$ cat src/rtl/spicfg_pkg.sv
package spicfg_pkg;

    localparam int WORD_W = 32;
    localparam int CFG_W  = 40;
    localparam int HI_W   = CFG_W - WORD_W;
    localparam int MISO_W = 20;
    localparam int MAP_W  = 3;

    localparam logic [MAP_W-1:0] OFF_DATA_LO = 3'd0;
    localparam logic [MAP_W-1:0] OFF_DATA_HI = 3'd1;
    localparam logic [MAP_W-1:0] OFF_ADDR_LO = 3'd2;
    localparam logic [MAP_W-1:0] OFF_ADDR_HI = 3'd3;
    localparam logic [MAP_W-1:0] OFF_CTRL    = 3'd4;
    localparam logic [MAP_W-1:0] OFF_SCRATCH = 3'd5;
    localparam logic [MAP_W-1:0] OFF_STATUS  = 3'd6;
    localparam logic [MAP_W-1:0] OFF_RESULT  = 3'd7;

    typedef struct packed {
        logic style_level;
        logic cold_rst_n;
        logic go;
    } ctrl_t;

    typedef struct packed {
        logic busy;
        logic eng_ready;
        logic result_rdy;
    } status_t;

    localparam ctrl_t CTRL_INIT = '{style_level: 1'b1, cold_rst_n: 1'b1, go: 1'b0};

    function automatic logic [WORD_W-1:0] pad_word(input logic [HI_W-1:0] v);
        return {{(WORD_W-HI_W){1'b0}}, v};
    endfunction

    function automatic logic [WORD_W-1:0] pad_ctrl(input ctrl_t c);
        return {{(WORD_W-3){1'b0}}, c};
    endfunction

    function automatic logic [WORD_W-1:0] pad_status(input status_t s);
        return {{(WORD_W-3){1'b0}}, s};
    endfunction

    function automatic logic [WORD_W-1:0] pad_result(input logic [MISO_W-1:0] v);
        return {{(WORD_W-MISO_W){1'b0}}, v};
    endfunction

endpackage

$ cat src/rtl/spicfg_edge_det.sv
module spicfg_edge_det #(
    parameter logic INIT = 1'b0
) (
    input  logic clk,
    input  logic rst,
    input  logic lvl_i,
    output logic rise_o,
    output logic fall_o
);
    logic prev_q;

    always_ff @(posedge clk) begin
        if (rst) prev_q <= INIT;
        else     prev_q <= lvl_i;
    end

    assign rise_o = lvl_i & ~prev_q;
    assign fall_o = ~lvl_i & prev_q;

endmodule

$ cat src/rtl/spicfg_cfg_regs.sv
module spicfg_cfg_regs
    import spicfg_pkg::*;
(
    input  logic              clk,
    input  logic              rst,
    input  logic              wr_i,
    input  logic [MAP_W-1:0]  off_i,
    input  logic [WORD_W-1:0] wdata_i,
    output logic [CFG_W-1:0]  data_o,
    output logic [CFG_W-1:0]  addr_o,
    output logic [WORD_W-1:0] scratch_o,
    output ctrl_t             ctrl_o
);
    localparam int NWIDE = 2;
    localparam logic [MAP_W-1:0] LO_OFF [NWIDE] = '{OFF_DATA_LO, OFF_ADDR_LO};
    localparam logic [MAP_W-1:0] HI_OFF [NWIDE] = '{OFF_DATA_HI, OFF_ADDR_HI};

    logic [CFG_W-1:0] wide_q [NWIDE];

    for (genvar g = 0; g < NWIDE; g++) begin : g_wide
        always_ff @(posedge clk) begin
            if (rst) begin
                wide_q[g] <= '0;
            end else if (wr_i && off_i == LO_OFF[g]) begin
                wide_q[g][WORD_W-1:0] <= wdata_i;
            end else if (wr_i && off_i == HI_OFF[g]) begin
                wide_q[g][CFG_W-1:WORD_W] <= wdata_i[HI_W-1:0];
            end
        end
    end

    always_ff @(posedge clk) begin
        if (rst) begin
            scratch_o <= '0;
            ctrl_o    <= CTRL_INIT;
        end else if (wr_i) begin
            if (off_i == OFF_SCRATCH) scratch_o <= wdata_i;
            if (off_i == OFF_CTRL)    ctrl_o    <= ctrl_t'(wdata_i[2:0]);
        end
    end

    assign data_o = wide_q[0];
    assign addr_o = wide_q[1];

    assert_scratch_hold_R3: assert property (@(posedge clk) disable iff (rst)
        !(wr_i && off_i == OFF_SCRATCH) |=> $stable(scratch_o));

endmodule

$ cat src/rtl/spicfg_tgt_reset.sv
module spicfg_tgt_reset #(
    parameter int PULSE_CYC = 1
) (
    input  logic clk,
    input  logic rst,
    input  logic level_mode_i,
    input  logic lvl_i,
    output logic rst_n_o
);
    localparam int CNT_W = $clog2(PULSE_CYC + 1);

    logic             fall;
    logic             rise_unused;
    logic [CNT_W-1:0] cnt_q;

    spicfg_edge_det #(.INIT(1'b1)) u_edge (
        .clk    (clk),
        .rst    (rst),
        .lvl_i  (lvl_i),
        .rise_o (rise_unused),
        .fall_o (fall)
    );

    always_ff @(posedge clk) begin
        if (rst)                        cnt_q <= '0;
        else if (!level_mode_i && fall) cnt_q <= CNT_W'(PULSE_CYC);
        else if (cnt_q != '0)           cnt_q <= cnt_q - 1'b1;
    end

    assign rst_n_o = level_mode_i ? lvl_i : (cnt_q == '0);

    assert_pulse_cause_R5: assert property (@(posedge clk) disable iff (rst)
        (!level_mode_i && $fell(rst_n_o)) |-> $past(fall && !level_mode_i));

    assert_pulse_bounded_R5: assert property (@(posedge clk) disable iff (rst)
        cnt_q <= CNT_W'(PULSE_CYC));

endmodule

$ cat src/rtl/spicfg_miso_capture.sv
module spicfg_miso_capture
    import spicfg_pkg::*;
(
    input  logic              clk,
    input  logic              rst,
    input  logic              done_i,
    input  logic [MISO_W-1:0] miso_i,
    input  logic              rd_clear_i,
    output logic [MISO_W-1:0] word_o,
    output logic              rdy_o
);
    always_ff @(posedge clk) begin
        if (rst) begin
            word_o <= '0;
            rdy_o  <= 1'b0;
        end else begin
            if (done_i) word_o <= miso_i;
            if (done_i)          rdy_o <= 1'b1;
            else if (rd_clear_i) rdy_o <= 1'b0;
        end
    end

    assert_done_sets_rdy_R8: assert property (@(posedge clk) disable iff (rst)
        done_i |=> rdy_o);

    assert_word_hold_R9: assert property (@(posedge clk) disable iff (rst)
        !done_i |=> $stable(word_o));

endmodule

$ cat src/rtl/spicfg_regbank.sv
module spicfg_regbank
    import spicfg_pkg::*;
#(
    parameter int PULSE_CYC = 1,
    parameter int ADDR_W    = 3
) (
    input  logic              clk,
    input  logic              rst,
    input  logic              bus_wr,
    input  logic              bus_rd,
    input  logic [ADDR_W-1:0] bus_addr,
    input  logic [WORD_W-1:0] bus_wdata,
    output logic [WORD_W-1:0] bus_rdata,
    output logic [CFG_W-1:0]  cfg_data_o,
    output logic [CFG_W-1:0]  cfg_addr_o,
    output logic              start_o,
    output logic              tgt_rst_n_o,
    input  logic              eng_ready_i,
    input  logic              eng_busy_i,
    input  logic              eng_done_i,
    input  logic [MISO_W-1:0] eng_miso_i
);
    logic              mapped;
    logic [MAP_W-1:0]  off;
    logic [WORD_W-1:0] scratch;
    ctrl_t             ctrl;
    status_t           status;
    logic [MISO_W-1:0] result;
    logic              result_rdy;
    logic              go_rise;
    logic              go_fall_unused;

    if (ADDR_W > MAP_W) begin : g_wide_addr
        assign mapped = (bus_addr[ADDR_W-1:MAP_W] == '0);
    end else begin : g_exact_addr
        assign mapped = 1'b1;
    end
    assign off = bus_addr[MAP_W-1:0];

    spicfg_cfg_regs u_regs (
        .clk       (clk),
        .rst       (rst),
        .wr_i      (bus_wr && mapped),
        .off_i     (off),
        .wdata_i   (bus_wdata),
        .data_o    (cfg_data_o),
        .addr_o    (cfg_addr_o),
        .scratch_o (scratch),
        .ctrl_o    (ctrl)
    );

    spicfg_edge_det #(.INIT(1'b0)) u_go_edge (
        .clk    (clk),
        .rst    (rst),
        .lvl_i  (ctrl.go),
        .rise_o (go_rise),
        .fall_o (go_fall_unused)
    );

    assign start_o = go_rise && !eng_busy_i;

    spicfg_tgt_reset #(.PULSE_CYC(PULSE_CYC)) u_rst (
        .clk          (clk),
        .rst          (rst),
        .level_mode_i (ctrl.style_level),
        .lvl_i        (ctrl.cold_rst_n),
        .rst_n_o      (tgt_rst_n_o)
    );

    spicfg_miso_capture u_cap (
        .clk        (clk),
        .rst        (rst),
        .done_i     (eng_done_i),
        .miso_i     (eng_miso_i),
        .rd_clear_i (bus_rd && mapped && off == OFF_RESULT),
        .word_o     (result),
        .rdy_o      (result_rdy)
    );

    assign status = '{busy: eng_busy_i, eng_ready: eng_ready_i, result_rdy: result_rdy};

    always_comb begin
        bus_rdata = '0;
        if (mapped) begin
            case (off)
                OFF_DATA_LO: bus_rdata = cfg_data_o[WORD_W-1:0];
                OFF_DATA_HI: bus_rdata = pad_word(cfg_data_o[CFG_W-1:WORD_W]);
                OFF_ADDR_LO: bus_rdata = cfg_addr_o[WORD_W-1:0];
                OFF_ADDR_HI: bus_rdata = pad_word(cfg_addr_o[CFG_W-1:WORD_W]);
                OFF_CTRL:    bus_rdata = pad_ctrl(ctrl);
                OFF_SCRATCH: bus_rdata = scratch;
                OFF_STATUS:  bus_rdata = pad_status(status);
                default:     bus_rdata = pad_result(result);
            endcase
        end
    end

    assert_start_single_R4: assert property (@(posedge clk) disable iff (rst)
        start_o |=> !start_o);

    assert_start_not_busy_R4: assert property (@(posedge clk) disable iff (rst)
        start_o |-> !eng_busy_i);

    assert_unmapped_zero_R10: assert property (@(posedge clk) disable iff (rst)
        !mapped |-> bus_rdata == '0);

endmodule

$ cat config.mk
export PLATFORM = sky130hd
export DESIGN_NAME = spicfg_regbank
export DESIGN_NICKNAME = d
export VERILOG_FILES = /design/src/rtl/spicfg_pkg.sv /design/src/rtl/spicfg_edge_det.sv /design/src/rtl/spicfg_cfg_regs.sv /design/src/rtl/spicfg_tgt_reset.sv /design/src/rtl/spicfg_miso_capture.sv /design/src/rtl/spicfg_regbank.sv
export SDC_FILE = /design/constraint.sdc
export NUM_CORES = 1
export LEC_CHECK = 0
export ABC_AREA = 1
export BUFFER_PORTS_ARGS = -buffer_cell sky130_fd_sc_hd__buf_2
export CAP_MARGIN = 20
export CORE_AREA = 2 2 126 128
export CTS_BUF_LIST = sky130_fd_sc_hd__clkbuf_8
export CTS_CLUSTER_SIZE = 10
export DETAILED_ROUTE_END_ITERATION = 8
export DIE_AREA = 0 0 128 130
export PLACE_DENSITY = 0.73
export SLEW_MARGIN = 5
export SYNTH_ARGS = -nofsm -noshare
export SYNTH_HDL_FRONTEND = slang
export SYNTH_SLANG_ARGS = --single-unit
$ cat constraint.sdc
create_clock -name clk -period 2.3 [get_ports clk]
set_input_delay 0.23 -clock clk [delete_from_list [all_inputs] [get_ports clk]]
set_output_delay 0.23 -clock clk [all_outputs]
set_load 0.005 [all_outputs]
Word level (Yosys, flattened, before mapping)
Memories as Yosys holds them, arrays and structs flattened.
Index checks and enable logic that the tools add are counted.
- register bits after elaboration: 59
- bits in writable memories: 80
- bits of input ports: 62
- logic and storage cells: 66
- memories: 1
- $add $sub $neg: 1
- eq/ne operators: 7
- multiplexer cells: 26
- bitwise logic cells: 9
- reductions and logical operators: 13
- memory list (memory ; words ; width ; rd ports ; clocked after memory_dff ; write ports ; line ; text):
    u_regs.wide_q ; 2 ; 40 ; 2 ; 0 ; 2 ; spicfg_cfg_regs.sv:18 ; logic [CFG_W-1:0] wide_q [NWIDE];
- operator list (operator ; count):
    $pmux W32 S7 ; 1
    $mux W32 ; 2
    $mux W1 ; 21
    $mux W8 ; 2
    $eq A3 B3 Y1 const B ; 4
    $logic_and A1 B1 Y1 ; 7
    $eq A3 B2 Y1 const B ; 2
    $or A1 B1 Y1 ; 4
    $reduce_and A2 Y1 ; 2
    $eq A3 B1 Y1 const B ; 1
    $logic_not A3 Y1 ; 1
    $not A1 Y1 ; 3
    $and A1 B1 Y1 ; 2
    $logic_not A1 Y1 ; 2
    $reduce_bool A2 Y1 ; 1
    $sub A1 B1 Y1 const B ; 1

Longest topological paths before layout
- depth after elaboration: 7
- gate-level depth with buffers: 7
- gate-level depth less buffers: 5

Modules after synthesis
Synthesis repeated with hierarchy kept, for this count alone.
- cells, all modules: 768
- area total of the unflattened synthesis: 6419.9 um^2
- modules (own cells, without submodules) (module ; times used ; cells each ; area each (um^2) ; seq. area each (um^2)):
    spicfg_cfg_regs ; 1 ; 409 ; 4321.6 ; 3103.0
    spicfg_regbank ; 1 ; 248 ; 1233.7 ; 0.0
    spicfg_miso_capture ; 1 ; 92 ; 740.7 ; 420.4
    spicfg_edge_det (u_rst.u_edge) ; 1 ; 7 ; 42.5 ; 20.0
    spicfg_tgt_reset ; 1 ; 6 ; 42.5 ; 20.0
    spicfg_edge_det (u_go_edge) ; 1 ; 6 ; 38.8 ; 20.0

Least setup slack after synthesis
Ideal clock, no wire load.
- kind: input port to flip-flop
- from: in bus_addr[0]
- to: mem u_regs.wide_q[0][0], enable pin
- arrival: 1.764 ns
- setup slack: 0.146 ns
- stages on the path: 7
- cells stage by stage: buf_2 nor2_2 nand2_2 inv_2 buf_2 nand2_1 nand2_1
- RTL lines (item ; line ; text):
    start, declared ; spicfg_regbank.sv:11 ; input logic [ADDR_W-1:0] bus_addr,
    end, declared ; spicfg_cfg_regs.sv:18 ;

Worst setup path in the final report
- from: in bus_addr[1]
- to: out bus_rdata[23]
- cells in the longest elaborated chain, start to end: 2
- elaborated cells between the ends (all ways): 8
- classes of those cells: 6 x eq/ne; 1 x mux; 1 x reduce/logical
- ends and longest elaborated chain (item ; line ; text):
    $eq A3 B3 Y1, or another cell as far along ; spicfg_regbank.sv:85 ; case (off)
    $pmux W32 S7 * ; spicfg_regbank.sv:85 ;
    end, declared ; spicfg_regbank.sv:13 ; output logic [WORD_W-1:0] bus_rdata,
Mark *: on every way between the ends. The rest lies on a longest branch, timed or not.

==> qor.yml <==
crit_fanout: 23
drtPass1Iterations: 5
dieWidth_um: 128
wl_um: 17700
core_area_um2: 15400
synth_area_leaders: "edfxtp_1 40%, dfxtp_1 20%, nor2_1 8.8%, nand2_1 7.6%, nand4_1 4.5%"
synth_top_area_share_pct: 40.0
setup_violations: 0
grt_pass1_vias: 4902
slew_headroom_pct: 50.0
numPortBuffers: 175
globalplace.congestion: 0.801
drt_iter0_markers: 518
clockBufferDepth: 2
synth_seq_cells: 139
num_rows: 46
hold_class: "primary input to flop"
ant_nets: 0
fmax_ghz: 0.505
pin_count: 176
synth_edf_count: 80
htree_levels: 4
clock_latency_ps: 450
clock_sinks: 139
grt_overflow_total: 0
via_per_inst: 5.04
placedInstanceArea_um2: 7140
dieArea_um2: 16600
power.density_nw_per_um2: 732
synth_cell_types: 21
nNetsFinal: 942
critPathLaunchType: "primary input"
synthArstFlopShare_pct: 0
yosys_warnings: 0
dpl.cell_count: 1038
yosysTopAreaCell: "edfxtp_1"
synthesis.nets: 755
initial_core_util_pct: 38.9
cts_resized: 0
root_buffer: "clkbuf_8"
p_leak_nw: 3.43
hpwl_um: 12400
rsz0062_at_grt: "false"
drv_cap: 0
cp_data_required_time_ps: 2070
dr_total_vias: 5474
worst_slew_pin_slew_ps: 749
hold_viol: 0
synth_seq_area_share_pct: 59.7
die_h_um: 130
syn_avg_cell_area_um2: 8.66
finalClockSkew_ps: 4.39
ir_worst_vdd_uv: 382
grt_pass1_wl_um: 26400
mostFrequentLayoutCell: "buf_2"
drive_gt1_share_pct: 26.5
numCtsBuffers: 17
grt_max_degree: 50
hold_ws_ps: 16.0
status: "finished, final reports clean"
tns_ps: 0
final.period_utilization_pct: 86.1
critical_path_arrival_ps: 1750
grtUsageTotal_pct: 21.2
clkTransAtPathRegs_ps: 70
route.detailed.drc: 0
stdcell_count: 1086
final_cell_mix: "175 x buf_2, 140 x nor2_1, 120 x nand2_1, 80 x edfxtp_1, 68 x inv_1"
worstSetupPathType: "primary input to output pin"
design_area_um2: 7740
endpoint_kind: "output pin"
synthCells: 693
cts_tree: "built"
area_delta_synth_final_pct: 29.0
ys.flop_type: "edfxtp_1"
fin_crit_ps: 1980
post_drt_wl_per_cell_um: 16.3
synth_area_um2: 6000
antenna_found_initial: 1
slew_viol_final: 0
[sequential cells by signal, indices dropped and copies added, names as in the netlist]
| register | count |
|---|---|
| u_regs.scratch_o | 32 |
| u_rst.cnt_q | 1 |
| u_regs.ctrl_o | 3 |
| u_cap.word_o | 20 |
| u_rst.u_edge.prev_q | 1 |
| u_go_edge.prev_q | 1 |
| u_regs.wide_q | 80 |
| u_cap.rdy_o | 1 |
[metrics by stage]
step	setup slack (ps)	power, mW	util (%)
2_1_floorplan	146	3.15	-
5_1_grt	218	5.89	50.2
4_1_cts	357	5.71	50.2
3_3_place_gp	395	3.46	46.3
3_5_place_dp	329	3.47	46.3
6_report	320	5.67	50.2
[power breakdown]
group	internal [mW]	total (mW)	switching, mW	leakage, nW
clock	1.30	2.23	0.930	0.219
sequential	2.77	2.85	0.0808	1.26
combinational	0.236	0.587	0.351	1.95
total	4.31	5.67	1.36	3.43
[layout make-up]
cell class	count	area, µm²
Timing Repair Buffer	213	1220
Clock inverter	14	203
Fill cell	1476	7680
Multi-Input combinational cell	438	1980
Antenna cell	1	2.50
Clock buffer	18	248
Tap cell	192	240
Sequential cell	139	3580
Inverter	71	267
[kinds of logic after synthesis]
logic type	count (synthesis)	share of synthesized area (%)
flops	139	59.7
simple gates	346	24.6
buf+inv	116	7.48
compound gates	92	8.25
[layer usage]
| metal | vias to the layer above | routed length, µm | share of wire, % | global-route usage (%) |
|---|---|---|---|---|
| met2 | 270 | 8330 | 47 | 33.7 |
| met1 | 2502 | 7390 | 42 | 28.1 |
| met5 | - | 0 | 0 | 0 |
| li1 | 2671 | - | - | - |
| met4 | 0 | 418 | 2.4 | 9.11 |
| met3 | 31 | 1520 | 8.6 | 4.84 |
[synthesized netlist by cell type (3+ instances only)]
| cell type | number |
|---|---|
| dfxtp_1 | 59 |
| inv_2 | 3 |
| edfxtp_1 | 80 |
| nor3_1 | 3 |
| nand2_1 | 122 |
| clkbuf_1 | 31 |
| inv_1 | 67 |
| buf_1 | 3 |
| a21oi_1 | 34 |
| nor2_1 | 140 |
| o21ai_0 | 44 |
| buf_2 | 11 |
| nand4_1 | 43 |
| nand3_1 | 33 |
| o211ai_1 | 14 |
[repair_timing]
action	in CTS	in global routing
buffers inserted	0	0
hold buffers	15	0
hold endpoints to repair	15	0
[worst max-delay path, cell delays in order]
cell and delay (ps):
buf_2 380, inv_2 120, nor3_4 160, buf_4 220, buf_4 270, nand2_1 80, o211ai_1 120, buf_2 160
[final timing paths]
kind	from	to	slack (ps)	cells past startpoint
worst max-delay path	bus_addr[1]	bus_rdata[23]	320	8
worst min-delay path	eng_miso_i[5]	u_cap.word_o[5]	20	3
worst max register to register	u_regs.ctrl_o[1]	u_rst.cnt_q	1420	2
worst min register to register	u_regs.scratch_o[23]	u_regs.scratch_o[23]	450	2
(Power assumes the default switching activity.)
